File: config.mk
export PLATFORM = sky130hd
export DESIGN_NAME = softrst_seq
export DESIGN_NICKNAME = d
export VERILOG_FILES = /design/src/rtl/srst_pkg.sv /design/src/rtl/srst_qualify.sv /design/src/rtl/srst_ctrl.sv /design/src/rtl/srst_ctx.sv /design/src/rtl/softrst_seq.sv
export SDC_FILE = /design/constraint.sdc
export NUM_CORES = 1
export LEC_CHECK = 0
export CAP_MARGIN = 40
export CORE_MARGIN = 5
export CORE_UTILIZATION = 36
export DETAILED_ROUTE_END_ITERATION = 8
export PLACE_DENSITY = 0.85
export SYNTH_ARGS = -nofsm -noshare
export SYNTH_HDL_FRONTEND = slang
export SYNTH_SLANG_ARGS = --single-unit
File: constraint.sdc
create_clock -name clk -period 1.81 [get_ports clk]
set_input_delay 0.362 -clock clk [delete_from_list [all_inputs] [get_ports clk]]
set_output_delay 0.362 -clock clk [all_outputs]
set_load 0.02 [all_outputs]
File: src/rtl/srst_pkg.sv
// Package: shared constants for the soft-reset sequencer.
// Assumes a 32-bit machine state register with vector index 31 as MSB.
package srst_pkg;
    localparam int XLEN  = 32;
    localparam int HALF  = XLEN / 2;
    localparam int B_LE  = 0;
    localparam int B_RI  = 1;
    localparam int B_DR  = 4;
    localparam int B_IR  = 5;
    localparam int B_IP  = 6;
    localparam int B_ME  = 12;
    localparam int B_ILE = 16;
    localparam logic [XLEN-1:0] VEC_LO = 32'h0000_0100;
    localparam logic [XLEN-1:0] VEC_HI = 32'hFFF0_0100;

    typedef enum logic [2:0] {
        S_IDLE, S_DRAIN, S_WREL, S_VEC, S_ABAN
    } seq_state_t;
endpackage

File: src/rtl/srst_qualify.sv
// Module: srst_qualify
// Synchronises the asynchronous active-low request pin and asserts
// qual_o once the synchronised level has been low for MIN_LOW cycles.
// Assumes MIN_LOW >= 1 and SYNC_STAGES >= 2.
module srst_qualify #(
    parameter int SYNC_STAGES = 2,
    parameter int MIN_LOW     = 2
) (
    input  logic clk,
    input  logic rst_n,
    input  logic pin_n,
    output logic pin_lo_o,
    output logic qual_o
);
    localparam int CW = (MIN_LOW > 1) ? $clog2(MIN_LOW) : 1;
    localparam logic [CW-1:0] CMAX = CW'(MIN_LOW - 1);

    logic [SYNC_STAGES-1:0] sync_q;
    logic [CW-1:0]          cnt_q;

    // Synchroniser chain, idle-high.
    genvar g;
    generate
        for (g = 0; g < SYNC_STAGES; g++) begin : g_sync
            always_ff @(posedge clk) begin
                if (!rst_n)
                    sync_q[g] <= 1'b1;
                else if (g == 0)
                    sync_q[g] <= pin_n;
                else
                    sync_q[g] <= sync_q[(g == 0) ? 0 : g-1];
            end
        end
    endgenerate

    assign pin_lo_o = ~sync_q[SYNC_STAGES-1];

    // Count earlier consecutive low cycles, saturating.
    always_ff @(posedge clk) begin
        if (!rst_n || !pin_lo_o)
            cnt_q <= '0;
        else if (cnt_q != CMAX)
            cnt_q <= cnt_q + 1'b1;
    end

    assign qual_o = pin_lo_o && (cnt_q == CMAX);
endmodule

File: src/rtl/srst_ctrl.sv
// Module: srst_ctrl
// Sequencing state machine: accept, drain to a precise point, wait for
// pin release, vector. A machine check abandons the sequence.
// Assumes the core holds later retirements while stall_o is high.
module srst_ctrl
    import srst_pkg::*;
(
    input  logic clk,
    input  logic rst_n,
    input  logic qual_i,
    input  logic pin_lo_i,
    input  logic mchk_i,
    input  logic retire_i,
    input  logic sq_empty_i,
    output logic cap_o,
    output logic stall_o,
    output logic vec_o,
    output logic unrec_o
);
    seq_state_t state_q, state_d;
    logic bnd_q;
    logic unrec_q;

    // Drain done: boundary instruction finished and store queue empty.
    always_comb begin
        cap_o = (state_q == S_DRAIN) && !mchk_i && (bnd_q || retire_i) && sq_empty_i;
    end

    // Next-state selection.
    always_comb begin
        state_d = state_q;
        unique case (state_q)
            S_IDLE:  if (qual_i && !mchk_i) state_d = S_DRAIN;
            S_DRAIN: if (mchk_i) state_d = S_ABAN;
                     else if (cap_o) state_d = S_WREL;
            S_WREL:  if (mchk_i) state_d = S_ABAN;
                     else if (!pin_lo_i) state_d = S_VEC;
            S_VEC:   state_d = S_IDLE;
            S_ABAN:  if (!pin_lo_i) state_d = S_IDLE;
            default: state_d = S_IDLE;
        endcase
    end

    // State, boundary flag and sticky abandon flag registers.
    always_ff @(posedge clk) begin
        if (!rst_n) begin
            state_q <= S_IDLE;
            bnd_q   <= 1'b0;
            unrec_q <= 1'b0;
        end else begin
            state_q <= state_d;
            if (state_q != S_DRAIN)
                bnd_q <= 1'b0;
            else if (retire_i)
                bnd_q <= 1'b1;
            if (state_d == S_ABAN && state_q != S_ABAN)
                unrec_q <= 1'b1;
        end
    end

    assign stall_o = (state_q == S_DRAIN) || (state_q == S_WREL) || (state_q == S_VEC);
    assign vec_o   = (state_q == S_VEC);
    assign unrec_o = unrec_q;
endmodule

File: src/rtl/srst_ctx.sv
// Module: srst_ctx
// Captures restart context at drain completion and forms the SRR1
// value, the new MSR and the reset vector from it.
// Assumes cap_i is a single-cycle strobe.
module srst_ctx
    import srst_pkg::*;
(
    input  logic            clk,
    input  logic            rst_n,
    input  logic            cap_i,
    input  logic [XLEN-1:0] ea_i,
    input  logic [XLEN-1:0] msr_i,
    input  logic            corrupt_i,
    output logic [XLEN-1:0] srr0_o,
    output logic [XLEN-1:0] srr1_o,
    output logic [XLEN-1:0] msr_o,
    output logic [XLEN-1:0] pc_o
);
    logic [XLEN-1:0] ea_q, msr_q;
    logic            corr_q;

    // Context capture registers.
    always_ff @(posedge clk) begin
        if (!rst_n) begin
            ea_q   <= '0;
            msr_q  <= '0;
            corr_q <= 1'b0;
        end else if (cap_i) begin
            ea_q   <= ea_i;
            msr_q  <= msr_i;
            corr_q <= corrupt_i;
        end
    end

    // Save/restore image of the old machine state.
    always_comb begin
        srr1_o = {{HALF{1'b0}}, msr_q[HALF-1:0]};
        if (corr_q)
            srr1_o[B_RI] = 1'b0;
    end

    // New machine state: keep prefix, machine-check enable and ILE.
    always_comb begin
        msr_o        = '0;
        msr_o[B_IP]  = msr_q[B_IP];
        msr_o[B_ME]  = msr_q[B_ME];
        msr_o[B_ILE] = msr_q[B_ILE];
        msr_o[B_LE]  = msr_q[B_ILE];
    end

    assign srr0_o = ea_q;
    assign pc_o   = msr_q[B_IP] ? VEC_HI : VEC_LO;
endmodule

File: src/rtl/softrst_seq.sv
// Module: softrst_seq (top)
// Recoverable soft-reset sequencer: qualifies the request pin, drains
// the pipeline, captures context and vectors after pin release.
// Assumes rst_n is the hard reset and therefore outranks everything.
module softrst_seq
    import srst_pkg::*;
#(
    parameter int SYNC_STAGES = 2,
    parameter int MIN_LOW     = 2
) (
    input  logic            clk,
    input  logic            rst_n,
    input  logic            srst_pin_n,
    input  logic            mchk_i,
    input  logic            retire_i,
    input  logic [XLEN-1:0] next_ea_i,
    input  logic            sq_empty_i,
    input  logic            corrupt_i,
    input  logic [XLEN-1:0] msr_i,
    output logic            stall_o,
    output logic            srr0_we_o,
    output logic [XLEN-1:0] srr0_o,
    output logic            srr1_we_o,
    output logic [XLEN-1:0] srr1_o,
    output logic            msr_we_o,
    output logic [XLEN-1:0] msr_o,
    output logic            redirect_o,
    output logic [XLEN-1:0] redirect_pc_o,
    output logic            icache_dis_o,
    output logic            unrec_o
);
    logic pin_lo, qual, cap, vec;

    srst_qualify #(.SYNC_STAGES(SYNC_STAGES), .MIN_LOW(MIN_LOW)) i_qual (
        .clk(clk), .rst_n(rst_n), .pin_n(srst_pin_n),
        .pin_lo_o(pin_lo), .qual_o(qual)
    );

    srst_ctrl i_ctrl (
        .clk(clk), .rst_n(rst_n), .qual_i(qual), .pin_lo_i(pin_lo),
        .mchk_i(mchk_i), .retire_i(retire_i), .sq_empty_i(sq_empty_i),
        .cap_o(cap), .stall_o(stall_o), .vec_o(vec), .unrec_o(unrec_o)
    );

    srst_ctx i_ctx (
        .clk(clk), .rst_n(rst_n), .cap_i(cap), .ea_i(next_ea_i),
        .msr_i(msr_i), .corrupt_i(corrupt_i),
        .srr0_o(srr0_o), .srr1_o(srr1_o), .msr_o(msr_o), .pc_o(redirect_pc_o)
    );

    assign srr0_we_o    = vec;
    assign srr1_we_o    = vec;
    assign msr_we_o     = vec;
    assign redirect_o   = vec;
    assign icache_dis_o = vec;
endmodule

==> impl_metrics.toml, run 1 <==
[logic_synthesis]
seq_area_frac_synth = 0.374
yosysTopAreaCell = "dfxtp_1"
synth_seq_cells = 58
synth_area_um2 = 3100
syn_area_per_cell_um2 = 8.68
async_flop_share = 0
yosysTopAreaCellShare = 0.374
ys_types = 26
synthFlopType = "dfxtp_1"
netlist_top_cells_area = "dfxtp_1, buf_4, mux2i_1"
yosysWarningCount = 0
synth_edf_count = 0
synthCells = 357
synth.most_common_cell = "nand2_1"
yosys-top-cells-count = "nand2_1, buf_4, dfxtp_1"

[clock_tree]
clk_latency_ns = 0.33
clk_path_buf_depth = 2
cts_tree = "done"
root_buffer = "clkbuf_8"
numCtsBuffers = 9
ctsHoldBuffers = 0
htree_levels = 3
clk_pin_slew_ns = 0.07
clkSinkCount = 58
cts_setup_buffers = 0

[critical_path]
critPathMaxFanout = 5
critPathMaxStageDelay_ns = 0.38
path_buf_inv = 1
critPathLaunchType = "flop"
cp_data_arrival_time_ns = 1.33
crit_required_ns = 1.45
cp_top_family = "buffers and inverters"
cp_cell_sequence = "nand2b_4, nor2_1, dlygate4sd2_1"
slowest_stage = "dlygate4sd2_1"
worstSetupPathType = "reg -> out"
end_kind = "output pin"

[floorplan]
die_w_um = 103
rows = 33
start_util = 0.374
ios = 206
coreArea_um2 = 8300
die-area_um2 = 10600
die-height_um = 103

[sta]
rsz0062_at_grt = "yes"
period_needed_ns = 1.70
finalSetupViolCount = 0
final.setup.worst_slack_ns = 0.113
fin_skew_ns = 0.0100
post-route-period-util = 0.937
max_freq_mhz = 589
drv_slew = 0
hold_violations = 0

[drt]
drtIter0Drc = 49
drtAntennaViolNets = 0
finalWirelength_um = 6740
wl_per_cell_um = 12.1
remaining_drc_errors = 0
via_count = 2300
vias_per_cell = 4.13
dr.pass1.iters = 4

[finish]
drive_gt1_frac = 0.0597
antenna_cells = 0
area_growth_syn_to_layout_pct = 34.7
fin_util = 0.503
layoutNonFillerInstCount = 557
final_nets = 518

[place]
io_buffers = 126
placed_cells_incl_taps = 541
dp_slack_ns = -0.0900
place_hpwl_um = 5060
finalWeightedCongestion = 0.751

[power_and_ir_drop]
p_sw_frac = 0.249
clkPwrFrac = 0.433
p_leak_nw = 1.77
max-vdd-ir-drop_v = 0.000420
p_int_w = 0.00211
p_per_area_nw_per_um2 = 674
comb_power_share = 0.112
power_switching_w = 0.000700
power.share.sequential = 0.455

[flow_run]
maxCapViolations = 0

[grt]
grt_max_degree = 109
grt_pass1_wl_um = 10000
antenna_found_initial = 0
overflow = 0
grt_use_total = 0.121
grt_pass1_vias = 2136

[hold_path]
hold_class = "reg -> reg"

[outcome]
status = "complete, no violations"
==> path summary, 6_finish.rpt <==
kind                                   startpoint                to  slack, ns  depth (start not counted)
worst max-delay path            i_ctrl.state_q[2]         srr1_we_o       0.11                          3
worst min-delay path             i_qual.sync_q[0]  i_qual.sync_q[1]       0.41                          1
worst max register to register  i_ctrl.state_q[2]    i_ctx.msr_q[4]       0.26                          5
worst min register to register   i_qual.sync_q[0]  i_qual.sync_q[1]       0.41                          1
==> cells by family (layout without fill, tap and decap cells) <==
kind of cell | count (synthesis) | after routing | synth area share
simple gates | 120 | 120 | 0.166
other cells | 2 | 64 | 0.00242
flops | 58 | 58 | 0.374
buf+inv | 118 | 151 | 0.276
mux | 50 | 50 | 0.161
compound gates | 9 | 9 | 0.0194
==> registers in the layout, indices dropped and copies added (netlist names) <==
name,cells
i_qual.cnt_q,1
i_ctx.corr_q,1
i_ctx.msr_q,17
i_ctx.srr0_o,32
i_ctrl.bnd_q,1
i_qual.sync_q,2
i_ctrl.unrec_o,1
i_ctrl.state_q,3
==> power groups by stage <==
| stage | clock [W] | sequential, W | combinational (W) |
|---|---|---|---|
| 2_1_floorplan | 0 | 0.00131 | 0.000284 |
| 5_1_grt | 0.00134 | 0.00128 | 0.000343 |
| 6_report | 0.00122 | 0.00128 | 0.000315 |
| 3_5_place_dp | 0 | 0.00131 | 0.000311 |
| 3_3_place_gp | 0 | 0.00131 | 0.000308 |
| 4_1_cts | 0.00127 | 0.00128 | 0.000312 |
==> repair_timing <==
item	CTS	global route
hold endpoints to repair	0	0
resized for setup	15	7
pin swaps	0	0
setup endpoints to repair	20	12
==> metal layers <==
metal  track usage  wire, um  vias to the layer above
li1              -         -                     1149
met1         0.134      2410                     1019
met2         0.203      3280                      119
met3        0.0535       923                       13
met4        0.0508       123                        0
met5             0         0                        -
==> placed cells by master (no fill, tap or decap), types with 3 or more instances in the layout <==
cell type | Yosys | routed
buf_12 | 0 | 3
buf_4 | 99 | 6
clkbuf_8 | 0 | 11
clkdlybuf4s50_1 | 0 | 104
conb_1 | 2 | 64
dfxtp_1 | 58 | 57
dlygate4sd2_1 | 0 | 14
dlymetal6s2s_1 | 0 | 7
mux2i_1 | 50 | 50
nand2_1 | 101 | 101
nand2b_1 | 4 | 4
nor2_1 | 5 | 5
==> worst register-to-register path, cell delays in order (launching register included) <==
cell and delay, ns:
dfxtp_1 0.31, nand2b_4 0.14, buf_4 0.14, nor4_4 0.34, buf_12 0.27, mux2i_1 0.26
==> cell type report <==
| type | count | area (um2) |
|---|---|---|
| fillers | 781 | 4120 |
| inverters | 1 | 3.75 |
| repair buffers | 134 | 1360 |
| well taps | 105 | 131 |
| flip-flops and latches | 58 | 1160 |
| clock buffers | 12 | 155 |
| multi-input cells | 243 | 1320 |
| clock inverters | 4 | 50.0 |
==> through the flow <==
step	cell area [um2]	total power [W]	TNS [ns]	hold slack, ns
floorplan	3330	0.00159	0	0.386
global placement	3970	0.00162	-0.400	0.390
detailed placement	3970	0.00162	-1.18	0.401
CTS	4160	0.00287	0	0.420
global route	4180	0.00297	-0.0963	0.456
finish	4180	0.00281	0	0.414
Power figures use the tool's default switching activity.
==> run 2: changes to the inputs <==
--- a/config.mk
+++ b/config.mk
@@ -9,7 +9,8 @@
 export CORE_MARGIN = 5
 export CORE_UTILIZATION = 36
 export DETAILED_ROUTE_END_ITERATION = 8
-export PLACE_DENSITY = 0.85
+export PLACE_DENSITY = 0.86
 export SYNTH_ARGS = -nofsm -noshare
 export SYNTH_HDL_FRONTEND = slang
+export SYNTH_HIERARCHICAL = 1
 export SYNTH_SLANG_ARGS = --single-unit
==> run 2 against run 1 <==
Combinational power fell by 9.5%. Highest routed layer unchanged. Sequential share of layout area rose by 0.58 points. Critical path depth fell by 1. Register-to-register slack got worse by 0.04 ns. Critical path type unchanged. Sequential cell count did not move. Utilization fell by 0.48 points. Synthesized cell count fell by 17%. Final area fell by 1.9%.
==> impl_metrics.toml, run 2 <==
[logic_synthesis]
syn_area_per_cell_um2 = 10.2
yosysTopAreaCellShare = 0.384
synthFlopType = "dfxtp_1"
synth_area_um2 = 3020
synth_top_family_by_area = "buffers and inverters"
netlist_top_cells_area = "dfxtp_1, buf_4, mux2i_1"
synthXorXnorAreaFrac = 0.00290
synth_mux_area_frac = 0.166
yosysTopAreaCell = "dfxtp_1"
synth_seq_cells = 58
async_flop_share = 0
yosys.area_share.simple = 0.149
ys_types = 23
synth_edf_count = 0
yosysWarningCount = 6
synth.most_common_cell = "buf_4"
seq_area_frac_synth = 0.384
yosys-top-cells-count = "buf_4, dfxtp_1, nor2b_1"
synth_compound_area_frac = 0.0141
synthCells = 297
synth_fa_ha_area_frac = 0

[sta]
rsz0062_at_grt = "no"
drv_slew = 0
finalSetupViolCount = 0
period_needed_ns = 1.72
fin_skew_ns = 0.00694
hold_violations = 0
max_freq_mhz = 581
finalHoldWorstSlack_ns = 0.410
post-route-period-util = 0.951

[critical_path]
crit_start = "i_ctrl/state_q[2]"
rr_worst_depth = 5
critPathMaxStageDelay_ns = 0.44
path_buf_inv = 1
critPathMaxFanout = 6
critPathLaunchType = "flop"
slowest_stage = "dfxtp_1"
end_kind = "output pin"
cp_data_arrival_time_ns = 1.36
r2r_slack_ns = 0.22
cp_top_family = "flip-flops"
r2r-start = "i_ctrl/state_q[2]"
rr_endpoint = "i_ctx/srr0_o[10]"
worstSetupPathType = "reg -> out"
crit_required_ns = 1.45
cp_cell_sequence = "and3b_2, dlygate4sd2_1"

[hold_path]
min-delay-start = "i_qual/sync_q[0]"
hold_class = "reg -> reg"
min_to = "i_qual/sync_q[1]"
worstHoldPathCells = 1

[power_and_ir_drop]
max-vdd-ir-drop_v = 0.000392
clkPwrFrac = 0.437
p_sw_frac = 0.229
power_switching_w = 0.000636
p_int_w = 0.00215
power.share.sequential = 0.460
p_leak_nw = 1.71
p_per_area_nw_per_um2 = 680
power_w = 0.00278
comb_power_share = 0.102

[finish]
drive_gt1_frac = 0.0756
nFillCells = 764
layout_commonest_cell = "clkdlybuf4s50_1"
layoutNonFillerInstCount = 502
area_growth_syn_to_layout_pct = 35.4
largest_reg_flops = 32
final_cell_mix = "clkdlybuf4s50_1, conb_1, nor2b_1, dfxtp_1, mux2i_1"
final_nets = 464
antenna_cells = 0

[grt]
grt_pass1_vias = 1973
grt_use_total = 0.117
antenna_found_initial = 0
overflow = 0
grt_max_degree = 34
grt_pass1_wl_um = 9270

[place]
finalWeightedCongestion = 0.810
place_hpwl_um = 4920
io_buffers = 126
placed_cells_incl_taps = 487

[drt]
dr.pass1.iters = 3
wl_met2_um = 3010
drtIter0Drc = 29
vias_per_cell = 3.97
m1WireLength_um = 2090
dr.max_layer_used = "met4"
finalWirelength_um = 6260
drtAntennaViolNets = 0
wl_per_cell_um = 12.5
remaining_drc_errors = 0
via_count = 1995
dr_wl_met3_um = 1060

[flow_run]
maxCapViolations = 0

[clock_tree]
numCtsBuffers = 9
clk_pin_slew_ns = 0.06
cts_setup_buffers = 0
root_buffer = "clkbuf_8"
ctsHoldBuffers = 0
clk_latency_ns = 0.33
cts_tree = "done"
clkSinkCount = 58
htree_levels = 3
clk_path_buf_depth = 2

[floorplan]
coreArea_um2 = 8220
start_util = 0.368
die-height_um = 102
die-area_um2 = 10300
ios = 206
die_w_um = 102
rows = 33

[outcome]
status = "complete, no violations"
[run 2: per-stage QoR]
step                      setup WS (ns)   util  TNS [ns]  area (um2)
after CTS                      0.000449  0.494         0        4060
final                            0.0892  0.498         0        4090
after global routing             0.0287  0.498         0        4090
after global placement           -0.241  0.471    -11.42        3870
after detailed placement         -0.279  0.471    -12.18        3870
after floorplan                   0.341      -         0        3260
[run 2: kinds of logic after synthesis]
kind of cell | after synthesis
other | 2
AND/OR/NAND/NOR | 70
AO/OA/AOI/OAI | 5
flip-flops | 58
XOR/XNOR | 1
buffers and inverters | 111
multiplexers | 50
[run 2: per-layer routing]
layer  vias up  GRT usage
li1        977          -
met1       889      0.117
met2       120      0.192
met3         9     0.0682
met4         0     0.0583
met5         -          0
[run 2: final cells by class]
| cell class | count | area [um2] | area share |
|---|---|---|---|
| Multi-Input combinational cell | 190 | 1250 | 0.306 |
| Sequential cell | 58 | 1160 | 0.284 |
| Inverter | 1 | 3.75 | 0.000917 |
| Timing Repair Buffer | 133 | 1340 | 0.327 |
| Tap cell | 105 | 131 | 0.0321 |
| Clock buffer | 13 | 169 | 0.0413 |
| Clock inverter | 2 | 35.0 | 0.00856 |
[run 2: worst max path at each step]
| stage | end | cells after the start | slack [ns] |
|---|---|---|---|
| after floorplan | i_ctx/msr_q[6] | 6 | 0.34 |
| after global placement | i_ctx/srr0_o[6] | 7 | -0.24 |
| after detailed placement | i_ctx/srr0_o[10] | 7 | -0.28 |
| after CTS | redirect_pc_o[21] | 1 | 0.0004 |
| after global routing | msr_we_o | 2 | 0.03 |
| final | srr1_we_o | 2 | 0.09 |
[run 2: power by group through the flow]
stage	Combinational [W]	Clock, W	Sequential, W
5_1_grt	0.000305	0.00135	0.00128
2_1_floorplan	0.000255	0	0.00131
3_3_place_gp	0.000279	0	0.00131
4_1_cts	0.000282	0.00128	0.00128
3_5_place_dp	0.000282	0	0.00131
6_report	0.000285	0.00122	0.00128
[run 2: what timing repair did]
item,in CTS,in global routing
pin swaps,0,0
cloned,0,0
resized for setup,13,16
endpoints found under the setup margin,20,16
==> run 3: changes to the inputs <==
--- a/config.mk
+++ b/config.mk
@@ -7,9 +7,9 @@
 export LEC_CHECK = 0
 export CAP_MARGIN = 40
 export CORE_MARGIN = 5
-export CORE_UTILIZATION = 36
+export CORE_UTILIZATION = 39
 export DETAILED_ROUTE_END_ITERATION = 8
-export PLACE_DENSITY = 0.86
+export PLACE_DENSITY = 0.91
 export SYNTH_ARGS = -nofsm -noshare
 export SYNTH_HDL_FRONTEND = slang
 export SYNTH_HIERARCHICAL = 1
==> constraint.sdc (replaced) <==
create_clock -name clk -period 2.2 [get_ports clk]
set_input_delay 0.44 -clock clk [delete_from_list [all_inputs] [get_ports clk]]
set_output_delay 0.44 -clock clk [all_outputs]
set_load 0.02 [all_outputs]
==> run 3 against run 2 <==
Worst hold slack improved by 0.017 ns. Combinational power shrank 18%. Register-to-register slack better by 0.28 ns. Largest cell class unchanged. Largest power group is now clock.
==> impl_metrics.toml, run 3 (synthesis gave the netlist of run 2 again) <==
[finish]
final_nets = 463
drive_gt1_frac = 0.0680
antenna_cells = 0
layout_commonest_cell = "clkdlybuf4s50_1"
final_cell_mix = "clkdlybuf4s50_1, conb_1, dfxtp_1"
area_growth_syn_to_layout_pct = 34.7
largest_reg_flops = 32
final_area_um2 = 4070
nFillCells = 711

[floorplan]
ios = 206
die-height_um = 98.0
start_util = 0.395
rows = 32
die_w_um = 98.0
coreArea_um2 = 7650
die-area_um2 = 9610

[clock_tree]
clkSinkCount = 58
cts_tree = "done"
root_buffer = "clkbuf_8"
cts_resized = 0
cts_setup_buffers = 0
numCtsBuffers = 9
clk_path_buf_depth = 2
htree_levels = 3
ctsHoldBuffers = 0
clk_latency_ns = 0.33
clk_pin_slew_ns = 0.07

[place]
place_hpwl_um = 5040
placed_area_um2 = 3850
io_buffers = 126
dp_slack_ns = -0.00670
finalWeightedCongestion = 0.698

[hold_path]
hold_class = "reg -> reg"

[sta]
finalSetupViolCount = 0
hold_violations = 0
max_freq_mhz = 471
fin_skew_ns = 0.00808
drv_slew = 0
final.setup.worst_slack_ns = 0.0784
rsz0062_at_grt = "no"
period_needed_ns = 2.12
fin_setup_tns_ns = 0
post-route-period-util = 0.964

[critical_path]
slowest_stage = "clkdlybuf4s50_1"
crit_required_ns = 1.76
end_kind = "output pin"
cp_cell_sequence = "and3b_2, clkdlybuf4s50_1"
path_buf_inv = 1
critPathMaxFanout = 7
critPathMaxStageDelay_ns = 0.62
critPathLaunchType = "flop"
cp_data_arrival_time_ns = 1.68
cp_top_family = "buffers and inverters"
worstSetupPathType = "reg -> out"

[grt]
grt_use_total = 0.124
grt_pass1_wl_um = 9590
grt_pass1_vias = 2025
antenna_found_initial = 0
overflow = 0
grt_max_degree = 42

[drt]
vias_per_cell = 4.03
via_count = 2011
finalWirelength_um = 6440
drtIter0Drc = 25
wl_per_cell_um = 12.9
drtAntennaViolNets = 0
remaining_drc_errors = 0
dr.pass1.iters = 4

[outcome]
status = "complete, no violations"

[power_and_ir_drop]
p_leak_nw = 1.47
power_w = 0.00237
max-vdd-ir-drop_v = 0.000339
p_per_area_nw_per_um2 = 581

[flow_run]
maxCapViolations = 0
## run 3: final timing paths
kind / from / endpoint / slack [ns] / depth (start not counted)
hold / removal: i_qual/sync_q[0] / i_qual/sync_q[1] / 0.43 / 1
setup reg to reg: i_ctrl/state_q[0] / i_ctx/srr0_o[24] / 0.50 / 5
setup / recovery: i_ctrl/state_q[0] / redirect_o / 0.08 / 2
hold reg to reg: i_qual/sync_q[0] / i_qual/sync_q[1] / 0.43 / 1
## run 3: routing by layer
layer | share of wire | up-vias | GRT usage | wire length [um]
li1 | - | 976 | - | -
met1 | 0.36 | 911 | 0.123 | 2340
met2 | 0.50 | 115 | 0.219 | 3200
met3 | 0.13 | 9 | 0.0607 | 811
met4 | 0.014 | 0 | 0.0511 | 90
met5 | 0 | - | 0 | 0
## run 3: worst reg2reg max path, cell delays in order (launching register included)
cell     delay [ns]
dfxtp_1        0.46
nor4b_2        0.29
and3b_2        0.28
buf_12         0.24
mux2i_1        0.26
nor2b_1        0.07
## run 3: cell type report
cell class / instances / area, um2 / area share
timing repair buffer: 132 / 1320 / 0.324
multi-input combinational: 190 / 1240 / 0.305
sequential: 58 / 1160 / 0.285
tap: 102 / 128 / 0.0313
clock buffer: 9 / 124 / 0.0304
clock inverter: 7 / 93.8 / 0.0230
inverter: 1 / 3.75 / 0.000922
## run 3: report_power, final
group          internal (W)  switching (W)
Clock              0.000635       0.000444
Sequential          0.00105     0.00000129
Combinational      0.000105       0.000129
## run 3: through the flow
| step | hold slack, ns | instances | util |
|---|---|---|---|
| finish | 0.427 | 499 | 0.533 |
| global route | 0.434 | 499 | 0.533 |
| CTS | 0.434 | 499 | 0.533 |
| detailed placement | 0.406 | 483 | 0.504 |
| global placement | 0.394 | 483 | 0.504 |
| floorplan | 0.386 | 359 | - |
